==> config.mk <==
export PLATFORM = sky130hd
export DESIGN_NAME = tgt_hdr_guard
export DESIGN_NICKNAME = d
export VERILOG_FILES = /design/src/rtl/tgt_hdr_pkg.sv /design/src/rtl/tgt_hdr_capture.sv /design/src/rtl/tgt_idle_timer.sv /design/src/rtl/tgt_exit_watch.sv /design/src/rtl/tgt_hdr_guard.sv
export SDC_FILE = /design/constraint.sdc
export NUM_CORES = 1
export LEC_CHECK = 0
export ABC_AREA = 1
export BUFFER_PORTS_ARGS = -buffer_cell sky130_fd_sc_hd__buf_2
export CORE_MARGIN = 2
export CORE_UTILIZATION = 40
export DETAILED_ROUTE_END_ITERATION = 12
export PLACE_DENSITY = 0.67
export SYNTH_ARGS = -nofsm -noshare
export SYNTH_HDL_FRONTEND = slang
export SYNTH_SLANG_ARGS = --single-unit
==> constraint.sdc <==
create_clock -name clk -period 3.3 [get_ports clk]
set_clock_uncertainty 0.1 [all_clocks]
set_input_delay 0.33 -clock clk [delete_from_list [all_inputs] [get_ports clk]]
set_output_delay 0.33 -clock clk [all_outputs]
set_load 0.05 [all_outputs]
==> src/rtl/tgt_hdr_pkg.sv <==
// Shared types and helpers for the target header corruption guard.
package tgt_hdr_pkg;

    typedef enum logic [1:0] {
        ST_DECODE  = 2'd0,   // normal header decoding
        ST_RECOVER = 2'd1,   // suppressing, looking for idle or exit pattern
        ST_BUSOK   = 2'd2    // idle seen, waiting for START or STOP
    } guard_st_e;

    // Broadcast address with the write bit, as a header byte.
    localparam logic [7:0] BCAST_WR = 8'hFC;

    // A header is corrupt when exactly one bit differs from broadcast/write.
    function automatic logic hdr_is_corrupt(input logic [7:0] b);
        return $countones(b ^ BCAST_WR) == 1;
    endfunction

endpackage

==> src/rtl/tgt_hdr_capture.sv <==
// Header capture: shifts in the first HDR_BITS bits after each START,
// sampled on SCL rising edges, MSB first. Assumes start_i is a one-cycle
// strobe. Idle (no header in progress) after reset until the first START.
module tgt_hdr_capture #(
    parameter int HDR_BITS = 8
) (
    input  logic                clk,
    input  logic                rst_n,
    input  logic                start_i,
    input  logic                scl_rise_i,
    input  logic                sda_i,
    output logic                hdr_done_o,
    output logic [HDR_BITS-1:0] hdr_byte_o
);
    localparam int CW = $clog2(HDR_BITS + 1);

    logic [CW-1:0]       bit_cnt;
    logic [HDR_BITS-2:0] shreg;

    // Count and shift header bits; a START rearms the capture.
    always_ff @(posedge clk) begin
        if (!rst_n) begin
            bit_cnt <= CW'(HDR_BITS);
            shreg   <= '0;
        end else if (start_i) begin
            bit_cnt <= '0;
        end else if (scl_rise_i && bit_cnt < CW'(HDR_BITS)) begin
            bit_cnt <= bit_cnt + 1'b1;
            shreg   <= {shreg[HDR_BITS-3:0], sda_i};
        end
    end

    // Header complete on the rising edge that carries the last bit.
    always_comb begin
        hdr_done_o = scl_rise_i && !start_i && (bit_cnt == CW'(HDR_BITS - 1));
        hdr_byte_o = {shreg, sda_i};
    end

    // never more than HDR_BITS bits are taken per START
    a_r6_bit_bound: assert property (@(posedge clk) disable iff (!rst_n)
        bit_cnt <= CW'(HDR_BITS));
endmodule

==> src/rtl/tgt_idle_timer.sv <==
// Idle timer: counts consecutive cycles with SCL and SDA both high while
// enabled; any low level or disable restarts it. Saturates at CNT_MAX.
module tgt_idle_timer #(
    parameter int CNT_MAX = 12000
) (
    input  logic clk,
    input  logic rst_n,
    input  logic en_i,
    input  logic scl_i,
    input  logic sda_i,
    output logic idle_ok_o
);
    localparam int CW = $clog2(CNT_MAX + 1);

    logic [CW-1:0] cnt;

    // Count high-high cycles, restart on any low or when disabled.
    always_ff @(posedge clk) begin
        if (!rst_n || !en_i || !(scl_i && sda_i)) begin
            cnt <= '0;
        end else if (cnt < CW'(CNT_MAX)) begin
            cnt <= cnt + 1'b1;
        end
    end

    // Idle window reached.
    always_comb idle_ok_o = (cnt == CW'(CNT_MAX));

    // a low level on either line restarts the window
    a_r8_low_restarts: assert property (@(posedge clk) disable iff (!rst_n)
        en_i && !(scl_i && sda_i) |=> cnt == '0);
endmodule

==> src/rtl/tgt_exit_watch.sv <==
// Exit pattern watch: while enabled, counts SDA falling edges seen with
// SCL low; an SCL rise before the count completes restarts it. Once the
// count completes it holds, and a STOP strobe then reports the exit.
module tgt_exit_watch #(
    parameter int FALLS = 4
) (
    input  logic clk,
    input  logic rst_n,
    input  logic en_i,
    input  logic scl_i,
    input  logic scl_rise_i,
    input  logic sda_fall_i,
    input  logic stop_i,
    output logic exit_o
);
    localparam int CW = $clog2(FALLS + 1);

    logic [CW-1:0] fall_cnt;

    // Track SDA falls under SCL low until the required number is seen.
    always_ff @(posedge clk) begin
        if (!rst_n || !en_i) begin
            fall_cnt <= '0;
        end else if (fall_cnt < CW'(FALLS)) begin
            if (sda_fall_i && !scl_i) begin
                fall_cnt <= fall_cnt + 1'b1;
            end else if (scl_rise_i) begin
                fall_cnt <= '0;
            end
        end
    end

    // Exit recognized on the STOP after the full pattern.
    always_comb exit_o = en_i && stop_i && (fall_cnt == CW'(FALLS));

    // the count only advances by one edge at a time
    a_r9_step: assert property (@(posedge clk) disable iff (!rst_n)
        en_i |=> (fall_cnt <= $past(fall_cnt) + 1'b1) || !en_i);
endmodule

==> src/rtl/tgt_hdr_guard.sv <==
// Top: detects single-bit-corrupted broadcast headers while the target
// holds a dynamic address, sets sticky error and interrupt flags, and runs
// recovery (suppress decoding; release on exit pattern + STOP, or on the
// START/STOP that follows an idle window). Assumes scl_i/sda_i are already
// synchronized and start_i/stop_i are one-cycle strobes.
module tgt_hdr_guard
    import tgt_hdr_pkg::*;
#(
    parameter int CLK_HZ    = 200_000_000,
    parameter int IDLE_US   = 60,
    parameter int HDR_BITS  = 8,
    parameter int EXIT_FALL = 4
) (
    input  logic clk,
    input  logic rst_n,
    input  logic scl_i,
    input  logic sda_i,
    input  logic start_i,
    input  logic stop_i,
    input  logic dyn_addr_vld_i,
    input  logic clr_err_i,
    input  logic clr_irq_i,
    output logic hdr_err_o,
    output logic bus_irq_o,
    output logic suppress_o
);
    localparam int IDLE_CYC = (CLK_HZ / 1_000_000) * IDLE_US;

    guard_st_e           state, state_nx;
    logic                scl_q, sda_q;
    logic                scl_rise, sda_fall;
    logic                hdr_done;
    logic [HDR_BITS-1:0] hdr_byte;
    logic                hdr_bad;
    logic                idle_ok;
    logic                exit_hit;
    logic                recov_en;
    logic                err_q, irq_q;

    // Previous line levels for edge detection; idle bus reads high.
    always_ff @(posedge clk) begin
        if (!rst_n) begin
            scl_q <= 1'b1;
            sda_q <= 1'b1;
        end else begin
            scl_q <= scl_i;
            sda_q <= sda_i;
        end
    end

    // Line edges.
    always_comb begin
        scl_rise = scl_i && !scl_q;
        sda_fall = !sda_i && sda_q;
        recov_en = (state == ST_RECOVER);
    end

    tgt_hdr_capture #(.HDR_BITS(HDR_BITS)) u_cap (
        .clk        (clk),
        .rst_n      (rst_n),
        .start_i    (start_i),
        .scl_rise_i (scl_rise),
        .sda_i      (sda_i),
        .hdr_done_o (hdr_done),
        .hdr_byte_o (hdr_byte)
    );

    tgt_idle_timer #(.CNT_MAX(IDLE_CYC)) u_idle (
        .clk       (clk),
        .rst_n     (rst_n),
        .en_i      (recov_en),
        .scl_i     (scl_i),
        .sda_i     (sda_i),
        .idle_ok_o (idle_ok)
    );

    tgt_exit_watch #(.FALLS(EXIT_FALL)) u_exit (
        .clk        (clk),
        .rst_n      (rst_n),
        .en_i       (recov_en),
        .scl_i      (scl_i),
        .scl_rise_i (scl_rise),
        .sda_fall_i (sda_fall),
        .stop_i     (stop_i),
        .exit_o     (exit_hit)
    );

    // Corrupted header seen while decoding with a dynamic address held.
    always_comb hdr_bad = (state == ST_DECODE) && hdr_done && dyn_addr_vld_i
                          && hdr_is_corrupt(hdr_byte[7:0]);

    // Recovery sequencing.
    always_comb begin
        state_nx = state;
        unique case (state)
            ST_DECODE:  if (hdr_bad)              state_nx = ST_RECOVER;
            ST_RECOVER: if (exit_hit)             state_nx = ST_DECODE;
                        else if (idle_ok)         state_nx = ST_BUSOK;
            ST_BUSOK:   if (start_i || stop_i)    state_nx = ST_DECODE;
            default:                              state_nx = ST_DECODE;
        endcase
    end

    // State register.
    always_ff @(posedge clk) begin
        if (!rst_n) state <= ST_DECODE;
        else        state <= state_nx;
    end

    // Sticky flags, each with its own clear; detection wins over clear.
    always_ff @(posedge clk) begin
        if (!rst_n) begin
            err_q <= 1'b0;
            irq_q <= 1'b0;
        end else begin
            if (hdr_bad)        err_q <= 1'b1;
            else if (clr_err_i) err_q <= 1'b0;
            if (hdr_bad)        irq_q <= 1'b1;
            else if (clr_irq_i) irq_q <= 1'b0;
        end
    end

    // Outputs.
    always_comb begin
        hdr_err_o  = err_q;
        bus_irq_o  = irq_q;
        suppress_o = (state != ST_DECODE);
    end

    // no detection without a dynamic address
    a_r2_needs_addr: assert property (@(posedge clk) disable iff (!rst_n)
        !dyn_addr_vld_i |=> !$rose(hdr_err_o));
    // suppression accompanies a new detection
    a_r5_suppress_on_err: assert property (@(posedge clk) disable iff (!rst_n)
        $rose(hdr_err_o) |-> suppress_o);
    // error flag holds without its clear
    a_r7_err_sticky: assert property (@(posedge clk) disable iff (!rst_n)
        hdr_err_o && !clr_err_i |=> hdr_err_o);
    // interrupt flag holds without its clear
    a_r7_irq_sticky: assert property (@(posedge clk) disable iff (!rst_n)
        bus_irq_o && !clr_irq_i |=> bus_irq_o);
    // error clear takes effect when no detection collides
    a_r7_err_clear: assert property (@(posedge clk) disable iff (!rst_n)
        clr_err_i && !hdr_bad |=> !hdr_err_o);
    // interrupt clear leaves the error flag alone
    a_r7_irq_clear_only: assert property (@(posedge clk) disable iff (!rst_n)
        clr_irq_i && !clr_err_i && hdr_err_o |=> hdr_err_o);
    // exit pattern releases decoding on the next cycle
    a_r9_exit_release: assert property (@(posedge clk) disable iff (!rst_n)
        exit_hit |=> !suppress_o);
endmodule

# [Yosys cells after proc, flatten, opt, wreduce, memory -nomap -nowiden]
# Index checks and enable logic that the tools add are counted.
[word_totals] elab_cells=80 out_inout_bits=3 inputBits=9 register_bits=34
[op_classes] n_eq_ne=9 bitwise=3 add_sub_neg=10 n_mux=13 n_lt_le_gt_ge=3 reduce_logical=32
[ops] operator="adder 14 x 1 -> 14 bit, second input constant" n=1
[ops] operator="equality test 14 bit, second input constant" n=1
[ops] operator="< comparator 14 bit, second input constant" n=1
[ops] operator="logical AND 1 bit" n=12
[ops] operator="nonzero test 2 bit" n=5
[ops] operator="adder 1 x 1 -> 2 bit" n=4
[ops] operator="2-to-1 mux 2 bit" n=4
[ops] operator="2-to-1 mux 4 bit" n=2
[ops] operator="logical NOT 1 bit" n=7
[ops] operator="adder 2 x 2 -> 3 bit" n=2
[ops] operator="2-to-1 mux 3 bit" n=2
[ops] operator="NOT 6 bit" n=1
[ops] operator="case mux 2 bit (3 select lines)" n=1
[ops] operator="adder 3 x 3 -> 4 bit" n=1
[ops] operator="adder 4 x 1 -> 4 bit, second input constant" n=1
[ops] operator="equality test 4 x 1 -> 1 bit, second input constant" n=1
[ops] operator="equality test 4 x 3 -> 1 bit, second input constant" n=1
[ops] operator="< comparator 4 bit, second input constant" n=1
[ops] operator="2-to-1 mux 1 bit" n=4
[ops] operator="!= test 2 bit, second input constant" n=2
[ops] operator="AND reduction 2 bit" n=2
[ops] operator="adder 3 x 1 -> 3 bit, second input constant" n=1
[ops] operator="equality test 3 bit, second input constant" n=1
[ops] operator="logical OR 1 bit" n=3
[ops] operator="other kinds (8)" n=9

# [Depth between registers and ports, before layout]
# Gate-level depths: netlist (run 1).
[logic_depth] word_depth=9 depth_mapped=16 depth_no_buf=16

# [Modules after synthesis]
# From an unflattened synthesis (run 1), not the netlist that was laid out.
[hier_totals] cells_unflattened=299 area_unflattened_um2=2014.4
[by_module_without_submodules] module="tgt_idle_timer" instances=1 cells_each=133 seq_area_each_um2=280.3 area_per_inst_um2=873.3
[by_module_without_submodules] module="tgt_hdr_capture" instances=1 cells_each=77 seq_area_each_um2=220.2 area_per_inst_um2=518.0
[by_module_without_submodules] module="tgt_hdr_guard" instances=1 cells_each=63 seq_area_each_um2=120.1 area_per_inst_um2=449.2
[by_module_without_submodules] module="tgt_exit_watch" instances=1 cells_each=26 seq_area_each_um2=60.1 area_per_inst_um2=173.9

# [Worst setup path before layout (run 1)]
# No wires, ideal clock.
[synth_path] path_kind="input-to-reg" from="input sda_i" to="register state[1]" t_arrival_ns=3.011 stages=15 required_ns=3.088 setup_time_ns=0.112 n_path_buf=0 setup_slack_ns=0.077 path_cell_list="fa_1 fa_1 fa_1 ha_1 inv_1 fa_1 nand2_1 inv_1 nand2_1 nor2_1 nand3_1 nand2_1 nand3_1 nand2_1 nor2_1"
[synth_via] elab_chain_cells=7
[synth_rtl] element="start: declaration" line="tgt_hdr_guard.sv:17" text="input logic sda_i,"
[synth_rtl] element="adder 1 x 1 -> 2 bit (implied by the code)" line="tgt_hdr_pkg.sv:15" text="return $countones(b ^ BCAST_WR) == 1;"
[synth_rtl] element="adder 2 x 2 -> 3 bit (implied by the code)" line="tgt_hdr_pkg.sv:15"
[synth_rtl] element="adder 3 x 3 -> 4 bit (implied by the code)" line="tgt_hdr_pkg.sv:15"
[synth_rtl] element="equality test 4 x 1 -> 1 bit" line="tgt_hdr_pkg.sv:15"
[synth_rtl] element="logical AND 1 bit" line="tgt_hdr_guard.sv:90" text="&& hdr_is_corrupt(hdr_byte[7:0]);"
[synth_rtl] element="!= test 2 bit (no line)"
[synth_rtl] element="AND reduction 3 bit (no line)"
[synth_rtl] element="end signal: assignment" line="tgt_hdr_guard.sv:107" text="else state <= state_nx;"
[synth_rtl] element="end: declaration" line="tgt_hdr_guard.sv:29" text="guard_st_e state, state_nx;"
# Every way passes these cells.
# A chain may end at the register's enable or synchronous reset.

# [Worst setup path after layout (run 1)]
[layout_path] from="register u_cap.shreg[1]" to="register state[1]"
[layout_via] elab_chain_cells=8
[layout_rtl] element="start: declaration" line="tgt_hdr_capture.sv:18" text="logic [HDR_BITS-2:0] shreg;"
[layout_rtl] element="start signal: assignment" line="tgt_hdr_capture.sv:29" text="shreg <= {shreg[HDR_BITS-3:0], sda_i};"
[layout_rtl] element="NOT 6 bit (no line)"
[layout_rtl] element="adder 1 x 1 -> 2 bit (implied by the code)" line="tgt_hdr_pkg.sv:15"
[layout_rtl] element="adder 2 x 2 -> 3 bit (implied by the code)" line="tgt_hdr_pkg.sv:15"
[layout_rtl] element="adder 3 x 3 -> 4 bit (implied by the code)" line="tgt_hdr_pkg.sv:15"
[layout_rtl] element="equality test 4 x 1 -> 1 bit" line="tgt_hdr_pkg.sv:15"
[layout_rtl] element="logical AND 1 bit" line="tgt_hdr_guard.sv:90"
[layout_rtl] element="!= test 2 bit (no line)"
[layout_rtl] element="AND reduction 3 bit (no line)"
# Every way passes these cells.

==> results of run 1 <==
[registers in the layout (all words and copies together), names as in the netlist]
signal	flops
u_exit.fall_cnt	3
bus_irq_o	1
u_cap.bit_cnt	4
scl_q	1
state	2
hdr_err_o	1
u_idle.cnt	14
u_cap.shreg	7
sda_q	1
[per-layer routing]
metal	vias up	wire, um	track usage [%]
met5	-	0	0
met4	0	38	3.64
met3	4	142	4.25
met2	26	1620	21.5
met1	745	1970	22.6
li1	925	-	-
[power groups by stage]
stage          Sequential (uW)  Combinational (uW)  Clock [uW]
2_1_floorplan              425                39.9           0
3_3_place_gp               425                54.9           0
3_5_place_dp               425                56.4           0
4_1_cts                    416                60.0         302
5_1_grt                    416                70.0         316
6_report                   416                60.6         291
[kinds of logic after synthesis]
| logic type | Yosys count | share of synthesized area [%] |
|---|---|---|
| simple gates | 132 | 29.0 |
| buf+inv | 54 | 11.0 |
| compound gates | 44 | 12.5 |
| flops | 34 | 35.4 |
| fa+ha+maj | 12 | 9.38 |
| xor+xnor | 6 | 2.73 |
[through the flow]
stage | utilization (%) | hold WS (ps) | setup TNS, ps | cells
after floorplan | - | 347 | 0 | 282
after global placement | 43.5 | 360 | -284 | 346
after detailed placement | 43.5 | 358 | -540 | 346
after CTS | 45.5 | 191 | -6.75 | 354
after global routing | 45.8 | 201 | -461 | 354
final | 45.8 | 202 | -6.59 | 354
[placed cells by master (no fill, tap or decap), types with 5 or more instances in the layout]
cell type | netlist | layout
o21ai_0 | 11 | 11
nor2_1 | 35 | 34
buf_2 | 1 | 11
dfxtp_1 | 34 | 32
inv_1 | 47 | 44
inv_2 | 3 | 6
nand2_1 | 66 | 66
a21oi_1 | 26 | 24
clkbuf_8 | 0 | 5
nand3_1 | 18 | 17
ha_1 | 8 | 7
[what timing repair did]
item                       4_1_cts  5_1_grt
pin swaps                        1        2
hold buffers                     0        0
setup endpoints to repair        3        4
resized for setup                6        5
buffers inserted                 1        0
[worst max path at each step]
stage	start	to	cells after the start
2_1_floorplan	sda_i	state[1]	15
3_3_place_gp	sda_i	state[1]	16
3_5_place_dp	sda_i	state[1]	16
4_1_cts	u_cap.shreg[1]	state[1]	16
5_1_grt	u_cap.shreg[1]	state[1]	16
6_report	u_cap.shreg[1]	state[1]	16
[worst max-delay path, stage by stage, from the launching register on]
cell,delay [ps]
dfxtp_2,330
inv_2,40
fa_1,510
fa_1,430
fa_1,500
ha_2,180
inv_2,40
fa_1,490
nand2_1,50
inv_1,40
nand2_1,50
nor2_2,90
nand3_2,110
nand2_1,80
nand3_1,60
nand2_1,60
nor2_1,40
[cell type report]
type	instances	area (sq um)	share of cell area (%)
Clock buffer	5	68.8	3.20
Clock inverter	2	10.0	0.466
Inverter	51	191	8.91
Multi-Input combinational cell	194	1050	48.7
Sequential cell	34	683	31.8
Tap cell	54	67.6	3.14
Timing Repair Buffer	14	81.3	3.78
==> impl_results.md, run 1 <==
* Status: complete, but fails checks
* Failing checks: setup timing
* Area contributors post-synth: dfxtp_1 35%, nand2_1 13%, inv_1 9.2%
* PwrDens at roughly 360 mW/mm^2
* Dpl cell area at 0.00204 sq mm
* VDD IR max at ~250 uV
* Top_reg_cell synth: dfxtp_1
* R2R Path Start: u_cap.shreg[1]
* Row count at 25
* Hold_sp: scl_i
* Number of synthesized flops with an enable pin at 0
* FILL cells at 485
* Final min period at 3310 ps
* Hold Crit Class: input pin to flop
* Synth Cell Area at slightly below 0.002 sq mm
* RD Place Congestion at approximately 0.77
* Worst Hold Depth at 3
* Syn. warnings at 0
* Sequential area share after synthesis at a little over a third
* CP Class: flop to flop
* ANT nets after route at 0
* Reg2reg end: state[1]
* Cell type with the highest aggregate area in the netlist: dfxtp_1
* Starting DRC count in detailed routing at 110
* P_int at 581 uW
* Vias in the first global route at about 1500
* Reg power frac at about 54%
* CTS tree: yes
* Synthesis-to-finish area growth at 11.8%
* Die width at approximately 73 um
* Tot GR Track Use at roughly 15%
* Synth unique cells at 31
* Crit-path max FO at 3
* Pre-CTS setup slack at -174 ps
* Reg clk slew, reported paths at roughly 70 ps
* Leakage at 0.000887 uW
* Per-cell routed wire length at roughly 11 um
* First-pass GRT wire length at ~6400 um
* Layout cells sized above 1 at 13.3%
* Initial antenna violation count at 0
* Final setup viols at 1
* Cells on worst reg2reg path at 16
* Die height at around 73 um
* Hold endpoint: scl_q
* RSZ-0062 raised after global routing: yes
* Period Utilization, post-route at 100%
* Overall routed net length at 3770 um
* CP required at approximately 3400 ps
* Synthesized Nets at 303
* Clk pwr share at 37.9%
* Nets at roughly 320
* Largest net degree at the start of global routing at 15
* Total core area at roughly 0.0047 sq mm
* Cell area after layout at roughly 0.0021 sq mm
* Initial Util at between 40% and 50%
* Final Max Slew Viols at 0
* Syn Area/Cell at between 6 and 7 sq um
* Total gr overflow at 0
* Vias per cell at around 4.8
* HPWL after DPL at 2860 um
* Fin worst setup slack at -6.59 ps
* Most frequent cell after synthesis: nand2_1
* Slew margin rel. at between 50% and 60%
* Synth cell count leaders: 66 x nand2_1, 47 x inv_1, 35 x nor2_1
* CP startpoint kind: flop
* CTS H-tree lvls at 2
* Root Buffer: clkbuf_8
* Worst reg2reg setup slack at -7 ps
* CP Data Arrival Time at around 3400 ps
* Clock Latency Late Sink at ~280 ps
* DRC errors left at 0
* Total CTS buffers at 5
* Clock buffer depth at 2
* Switching Share at 24.3%
* Total die area at 0.00538 sq mm
* Vias at 1700
* Top-area cell type share of the netlist area at a little over a third
* Buffers on Ports at 11
* Maxcap violations at 0
* Post-synth ARST share at 0%
* Fmax achieved at about 300 MHz
* CTS sink cnt at 34
* Final Hold Fails at 0
* Switch Pwr at ~190 uW
* Ant diodes at 0
* First-pass detailed-route iteration total at 4
* Total power at a little under 800 uW
* Combinational power share at approximately 7.9%
* Register bit total from synthesis at 34
* Tightest Pin Transition at around 730 ps
* Boundary Pins at 12
* Worst Setup End Kind: flop
* Mapped Cells at approximately 280
Note: power is estimated with default switching activity, not from simulation.
==> run 2: changes to the inputs <==
Settings changed: CTS_BUF_LIST set to sky130_fd_sc_hd__clkbuf_4 sky130_fd_sc_hd__clkbuf_8, GPL_ROUTABILITY_DRIVEN set to 0, PLACE_DENSITY 0.67 to 0.66, SYNTH_HIERARCHICAL set to 1.
==> run 2 against run 1 <==
Fmax up 0.98%. Critical endpoint unchanged. Total power is 5.0% higher. Register-to-register slack better by 30 ps. Clock-buffer cell count rose by 2. First-iteration DRC count down 41%. Die area is 4.6% higher. Setup slack gained 32 ps. Cell count grew 7.9%. Hold slack worse by 28 ps. The run now ends clean.
==> impl_results.md, run 2 <==
* Status: finished clean
* Fmax achieved at 305 MHz (+0.98%)
* Hold endpoint: scl_q
* Slew margin rel. at 71.8% (+21 points)
* R2R Path Start: u_cap/shreg[0]
* Area contributors post-synth: dfxtp_1 34%, nand2_1 14%, inv_1 10%
* Nets at 335 (+4.4%)
* Synth Cell Area at 0.00201 sq mm (+4.8%)
* DRC errors left at 0 (unchanged)
* CTS sink cnt at 34 (unchanged)
* Worst Hold Depth at 3 (unchanged)
* Tightest Pin Transition at 422 ps (-309 ps)
* Cell area after layout at 0.00223 sq mm (+3.8%)
* Boundary Pins at 12 (unchanged)
* Initial antenna violation count at 0 (unchanged)
* Final setup viols at 0 (-1)
* Die width at 75.0 um (+2.3%)
* Worst hold slack at 174 ps (-27.8 ps)
* Cells on worst reg2reg path at 13 (-3)
* Top-area cell type share of the netlist area at 33.8% (-1.6 points)
* Clock Latency Late Sink at 290 ps (about the same)
* Starting DRC count in detailed routing at 65 (-41%)
* Synthesis-to-finish area growth at 10.7%
* Die height at 75.0 um (+2.3%)
* Post-CTS setup buffer count at 0 (-1)
* Initial Util at 42.1% (+1.1 points)
* Hold Crit Class: input pin to flop
* Max reg flops at 14 (unchanged)
* Per-cell routed wire length at 9.65 um (-9.4%)
* Multi-input logic area at 0.00109 sq mm (+4.4%)
* CP Data Arrival Time at 3350 ps (-40 ps)
* Ant diodes at 0 (unchanged)
* Clock buffer depth at 2 (unchanged)
* Mapped Cells at 299 (+6.0%)
* PwrDens at 362 mW/mm^2 (+1.2%)
* Syn. warnings at 6 (+6)
* CTS tree: yes
* CTS H-tree lvls at 2 (unchanged)
* Total die area at 0.00562 sq mm (+4.6%)
* Overall routed net length at 3690 um (-2.2%)
* Largest net degree at the start of global routing at 15 (unchanged)
* Synthesized Nets at 320 (+5.6%)
* Total power at 806 uW (+5.0%)
* First-pass detailed-route iteration total at 4 (unchanged)
* Syn Area/Cell at 6.74 sq um (-1.1%)
* FILL cells at 494 (+1.9%)
* Register Area at 682 sq um (-0.18%)
* Setup TNS at 0 ps (+6.59 ps)
* Total core area at 0.00479 sq mm (+2.0%)
* Vias in the first global route at 1547 (+6.0%)
* Sequential area share after synthesis at 33.8% (-1.6 points)
* Register bit total from synthesis at 34 (unchanged)
* Largest regs: u_idle/cnt: 14 flops, u_cap/shreg: 7 flops, u_cap/bit_cnt: 4 flops
* Leakage at 0.000993 uW (+12%)
* Largest Register: u_idle/cnt
* CP required at 3380 ps (about the same)
* HPWL after DPL at 2780 um (-2.6%)
* Reg2reg end: state[1]
* First-pass GRT wire length at 6310 um (-1.5%)
* Post-synth ARST share at 0% (unchanged)
* ANT nets after route at 0 (unchanged)
* RSZ-0062 raised after global routing: yes
* Row count at 25 (unchanged)
* Most frequent cells in the layout: 73 x nand2_1, 53 x inv_1, 46 x nor2_1, 33 x dfxtp_1, 16 x a21oi_1
* Buffers on Ports at 11 (unchanged)
* Final min period at 3270 ps (-32.2 ps)
* Worst Setup End Kind: flop
* Synth cell count leaders: 73 x nand2_1, 55 x inv_1, 46 x nor2_1
* VDD IR max at 242 uV (-3.5%)
* Final Hold Fails at 0 (unchanged)
* Top_reg_cell synth: dfxtp_1
* CP startpoint kind: flop
* Crit-path max FO at 5 (+2)
* Reg clk slew, reported paths at 70 ps (about the same)
* Final Util at 46.6% (+0.80 points)
* Layout cells sized above 1 at 15.2% (+1.9 points)
* Total CTS buffers at 5 (unchanged)
* Number of synthesized flops with an enable pin at 0 (unchanged)
* Period Utilization, post-route at 99.2% (-0.98 points)
* Total gr overflow at 0 (unchanged)
* Final Max Slew Viols at 0 (unchanged)
* Hold_sp: scl_i
* Hold_buf cts at 0 (unchanged)
* Maxcap violations at 0 (unchanged)
* Vias per cell at 4.49 (-6.5%)
* Synth unique cells at 24 (-23%)
* Root Buffer: clkbuf_8
* Most frequent cell after synthesis: nand2_1
* Worst reg2reg setup slack at 30 ps (+30 ps)
* Vias at 1716 (+0.94%)
* Dpl cell area at 0.00212 sq mm (+3.9%)
* Tot GR Track Use at 14.5% (-0.67 points)
* Most common cell after layout, fill and taps aside: nand2_1
* Cell type with the highest aggregate area in the netlist: dfxtp_1
* CP Class: flop to flop
## run 2: layer usage
metal / up-vias / wire (um) / global-route usage (%)
li1: 939 / - / -
met2: 16 / 1740 / 24.2
met1: 757 / 1800 / 17.8
met4: 0 / 46 / 5.36
met5: - / 0 / 0
met3: 4 / 100 / 4.02
## run 2: worst max-delay path by stage
| stage | start | to | cells past startpoint |
|---|---|---|---|
| 2_1_floorplan | sda_i | state[1] | 14 |
| 3_3_place_gp | sda_i | state[1] | 14 |
| 3_5_place_dp | sda_i | state[1] | 14 |
| 4_1_cts | u_cap/shreg[0] | state[1] | 13 |
| 5_1_grt | u_cap/shreg[0] | state[1] | 14 |
| 6_report | u_cap/shreg[0] | state[1] | 13 |
## run 2: cells by family (layout without fill, tap and decap cells)
group	count (synthesis)	after routing	share of synthesized area, %
AOI/OAI and AO/OA	22	22	5.47
xor gates and xnor gates	5	5	2.17
adders and majority gates	12	12	8.94
buffers and inverters	61	77	12.7
DFF	34	34	33.8
and+or+nand+nor	165	165	37.0
## run 2: critical path, cell delays in order, from the launching register on
cell,delay [ps]
dfxtp_2,340
inv_2,40
fa_1,490
inv_1,50
fa_1,440
fa_1,500
ha_2,180
inv_2,40
fa_1,480
nand2_1,50
nor2_1,110
nand3_2,160
a21oi_2,140
nor2_1,50
## run 2: power by group
part	internal [uW]	switching (uW)	total [uW]
combinational	25.6	39.7	65.3
sequential	415	3.08	418
clock	176	146	323
total	617	189	806
## run 2: per-stage QoR
stage / setup WS (ps) / cells
after floorplan: 35.0 / 299
final: 25.6 / 382
after CTS: 5.21 / 382
after detailed placement: -129 / 374
after global routing: -98.4 / 382
after global placement: -31.2 / 374
## run 2: final cells by class
type / instances / area share (%)
clock inverter: 1 / 0.224
multi-input combinational: 204 / 49.0
sequential: 34 / 30.6
clock buffer: 7 / 4.04
tap: 67 / 3.76
inverter: 57 / 9.59
timing repair buffer: 12 / 2.80
## run 2: timing repair
| item | in CTS | in global routing |
|---|---|---|
| endpoints found under the hold margin | 0 | 0 |
| resized for setup | 0 | 7 |
| endpoints found under the setup margin | 1 | 4 |
| pin swaps | 1 | 3 |
==> run 3: changes to the inputs <==
Settings changed: HOLD_SLACK_MARGIN set to 0.1, RECOVER_POWER set to 50.
==> run 3 against run 2 <==
Routed wire length rose by 0.22%. Critical path depth did not move. Combinational power barely moved. Critical path type unchanged. Non-clock buffer count did not move. Clock-buffer cell count did not move. Cell count did not move. Via count rose by 0.12%. Core utilization fell by 0.16 points. Fmax barely moved.
==> impl_results.md, run 3 (same netlist as run 2, synthesis figures left out) <==
* Status: finished clean
* Tightest Pin Transition at 595 ps (+173 ps)
* Switch Pwr at 189 uW (-0.14%)
* Combinational power share at 8.1% (about the same)
* Per-cell routed wire length at 9.67 um (+0.22%)
* Switching Share at 23.4% (-0.024 points)
* Largest net degree at the start of global routing at 15 (unchanged)
* Hold_sp: scl_i
* CP required at 3380 ps (about the same)
* Total gr overflow at 0 (unchanged)
* Total CTS buffers at 5 (unchanged)
* Post-route insts no fill at 382 (unchanged)
* Reg clk slew, reported paths at 70 ps (about the same)
* Total die area at 0.00562 sq mm (unchanged)
* Slew margin rel. at 60.5% (-11 points)
* Routed met3 length at 100 um (unchanged)
* Vias in the first global route at 1547 (unchanged)
* CP Class: flop to flop
* PwrDens at 363 mW/mm^2 (+0.30%)
* Die height at 75.0 um (unchanged)
* Period Utilization, post-route at 99.2% (about the same)
* Nets at 335 (unchanged)
* CTS sink cnt at 34 (unchanged)
* Layout cells sized above 1 at 14.3% (-0.95 points)
* Ant diodes at 0 (unchanged)
* Worst Setup End Kind: flop
* Initial Util at 42.1% (unchanged)
* ANT nets after route at 0 (unchanged)
* Final Hold Fails at 0 (unchanged)
* Overall routed net length at 3690 um (+0.22%)
* Final setup viols at 0 (unchanged)
* Hold Crit Class: input pin to flop
* R2R Path Start: u_cap/shreg[0]
* Boundary Pins at 12 (unchanged)
* Synthesis-to-finish area growth at 10.4%
* CTS tree: yes
* Met2 WL at 1750 um (+0.34%)
* Final min period at 3270 ps (-0.0293 ps)
* Starting DRC count in detailed routing at 52 (-20%)
* Worst hold slack at 174 ps (+0.0320 ps)
* Final Max Slew Viols at 0 (unchanged)
* P_int at 617 uW (about the same)
* Vias at 1718 (+0.12%)
* Most common cell after layout, fill and taps aside: nand2_1
* Setup TNS at 0 ps (unchanged)
* Row count at 25 (unchanged)
* CP startpoint kind: flop
* Maxcap violations at 0 (unchanged)
* DR top layer: met4
* Reg power frac at 51.9% (about the same)
* Dpl cell area at 0.00212 sq mm (unchanged)
* CP Data Arrival Time at 3350 ps (about the same)
* Clk pwr share at 40.1% (about the same)
* Wl on met1 at 1800 um (+0.17%)
* Leakage at 0.000984 uW (-0.91%)
* Largest Register: u_idle/cnt
* RSZ-0062 raised after global routing: yes
* Tot GR Track Use at 14.5% (unchanged)
* Total core area at 0.00479 sq mm (unchanged)
* Root Buffer: clkbuf_8
* Most frequent cells in the layout: 73 x nand2_1, 53 x inv_1, 46 x nor2_1, 33 x dfxtp_1
* Crit-path max FO at 5 (unchanged)
* Hold_buf cts at 0 (unchanged)
* First-pass detailed-route iteration total at 4 (unchanged)
* Clock Latency Late Sink at 290 ps (about the same)
* Fmax achieved at 305 MHz (about the same)
* Clock buffer depth at 2 (unchanged)
* HPWL after DPL at 2780 um (unchanged)
* Cell area after layout at 0.00222 sq mm (-0.34%)
* VDD IR max at 242 uV (about the same)
* Buffers on Ports at 11 (unchanged)
* First-pass GRT wire length at 6310 um (unchanged)
* Largest regs: u_idle/cnt: 14 flops, u_cap/shreg: 7 flops, u_cap/bit_cnt: 4 flops
* Initial antenna violation count at 0 (unchanged)
* Die width at 75.0 um (unchanged)
* CTS H-tree lvls at 2 (unchanged)
* DP Cell Count at 374 (unchanged)
* Vias per cell at 4.50 (+0.12%)
* DRC errors left at 0 (unchanged)
* Worst Setup SP: u_cap/shreg[0]
* Max reg flops at 14 (unchanged)
-- run 3: cell types whose count changed in the layout (fill, tap and decap cells not counted) --
| cell | previous run | this run |
|---|---|---|
| nand3_1 | 15 | 16 |
| buf_2 | 11 | 9 |
| clkbuf_1 | 0 | 2 |
| nand3_2 | 4 | 3 |
-- run 3: repair_timing --
action / in CTS / in global routing
resized for setup: 0 / 7
pin swaps: 1 / 3
endpoints found under the setup margin: 1 / 4
hold endpoints to repair: 0 / 0
buffers inserted: 0 / 0
-- run 3: worst max-delay path, cell delays in order (launching register included) --
cell and delay (ps):
dfxtp_2 340, inv_2 40, fa_1 490, inv_1 50, fa_1 440, fa_1 500, ha_2 180, inv_2 40
fa_1 480, nand2_1 50, nor2_1 110, nand3_2 160, a21oi_2 140, nor2_1 50
-- run 3: worst paths after layout --
path | end | slack, ps | cells past startpoint
setup / recovery | state[1] | 30 | 13
hold reg to reg | u_cap/bit_cnt[3] | 370 | 2
hold / removal | scl_q | 170 | 3
setup reg to reg | state[1] | 30 | 13
-- run 3: power by group through the flow --
stage | sequential [uW] | clock [uW] | combinational (uW)
2_1_floorplan | 427 | 0 | 47.7
3_3_place_gp | 427 | 0 | 60.4
3_5_place_dp | 428 | 0 | 63.2
4_1_cts | 418 | 341 | 63.4
5_1_grt | 418 | 355 | 75.9
6_report | 418 | 323 | 65.0
-- run 3: final cells by class --
class                   instances  area (sq um)
fillers                       494          2560
well taps                      67          83.8
flip-flops and latches         34           682
multi-input cells             204          1090
clock buffers                   7          90.1
repair buffers                 12          60.1
clock inverters                 1          5.00
inverters                      57           214
-- run 3: routing by layer --
metal	track usage [%]	vias to the layer above
li1	-	939
met1	17.8	759
met2	24.2	16
met3	4.02	4
met4	5.36	0
met5	0	-
-- run 3: metrics by stage --
| stage | total power [uW] | util, % | setup WS [ps] |
|---|---|---|---|
| after floorplan | 475 | - | 35.0 |
| after global placement | 488 | 44.3 | -31.2 |
| after detailed placement | 491 | 44.3 | -129 |
| after CTS | 823 | 46.3 | 5.21 |
| after global routing | 850 | 46.5 | -98.4 |
| final | 806 | 46.5 | 25.6 |
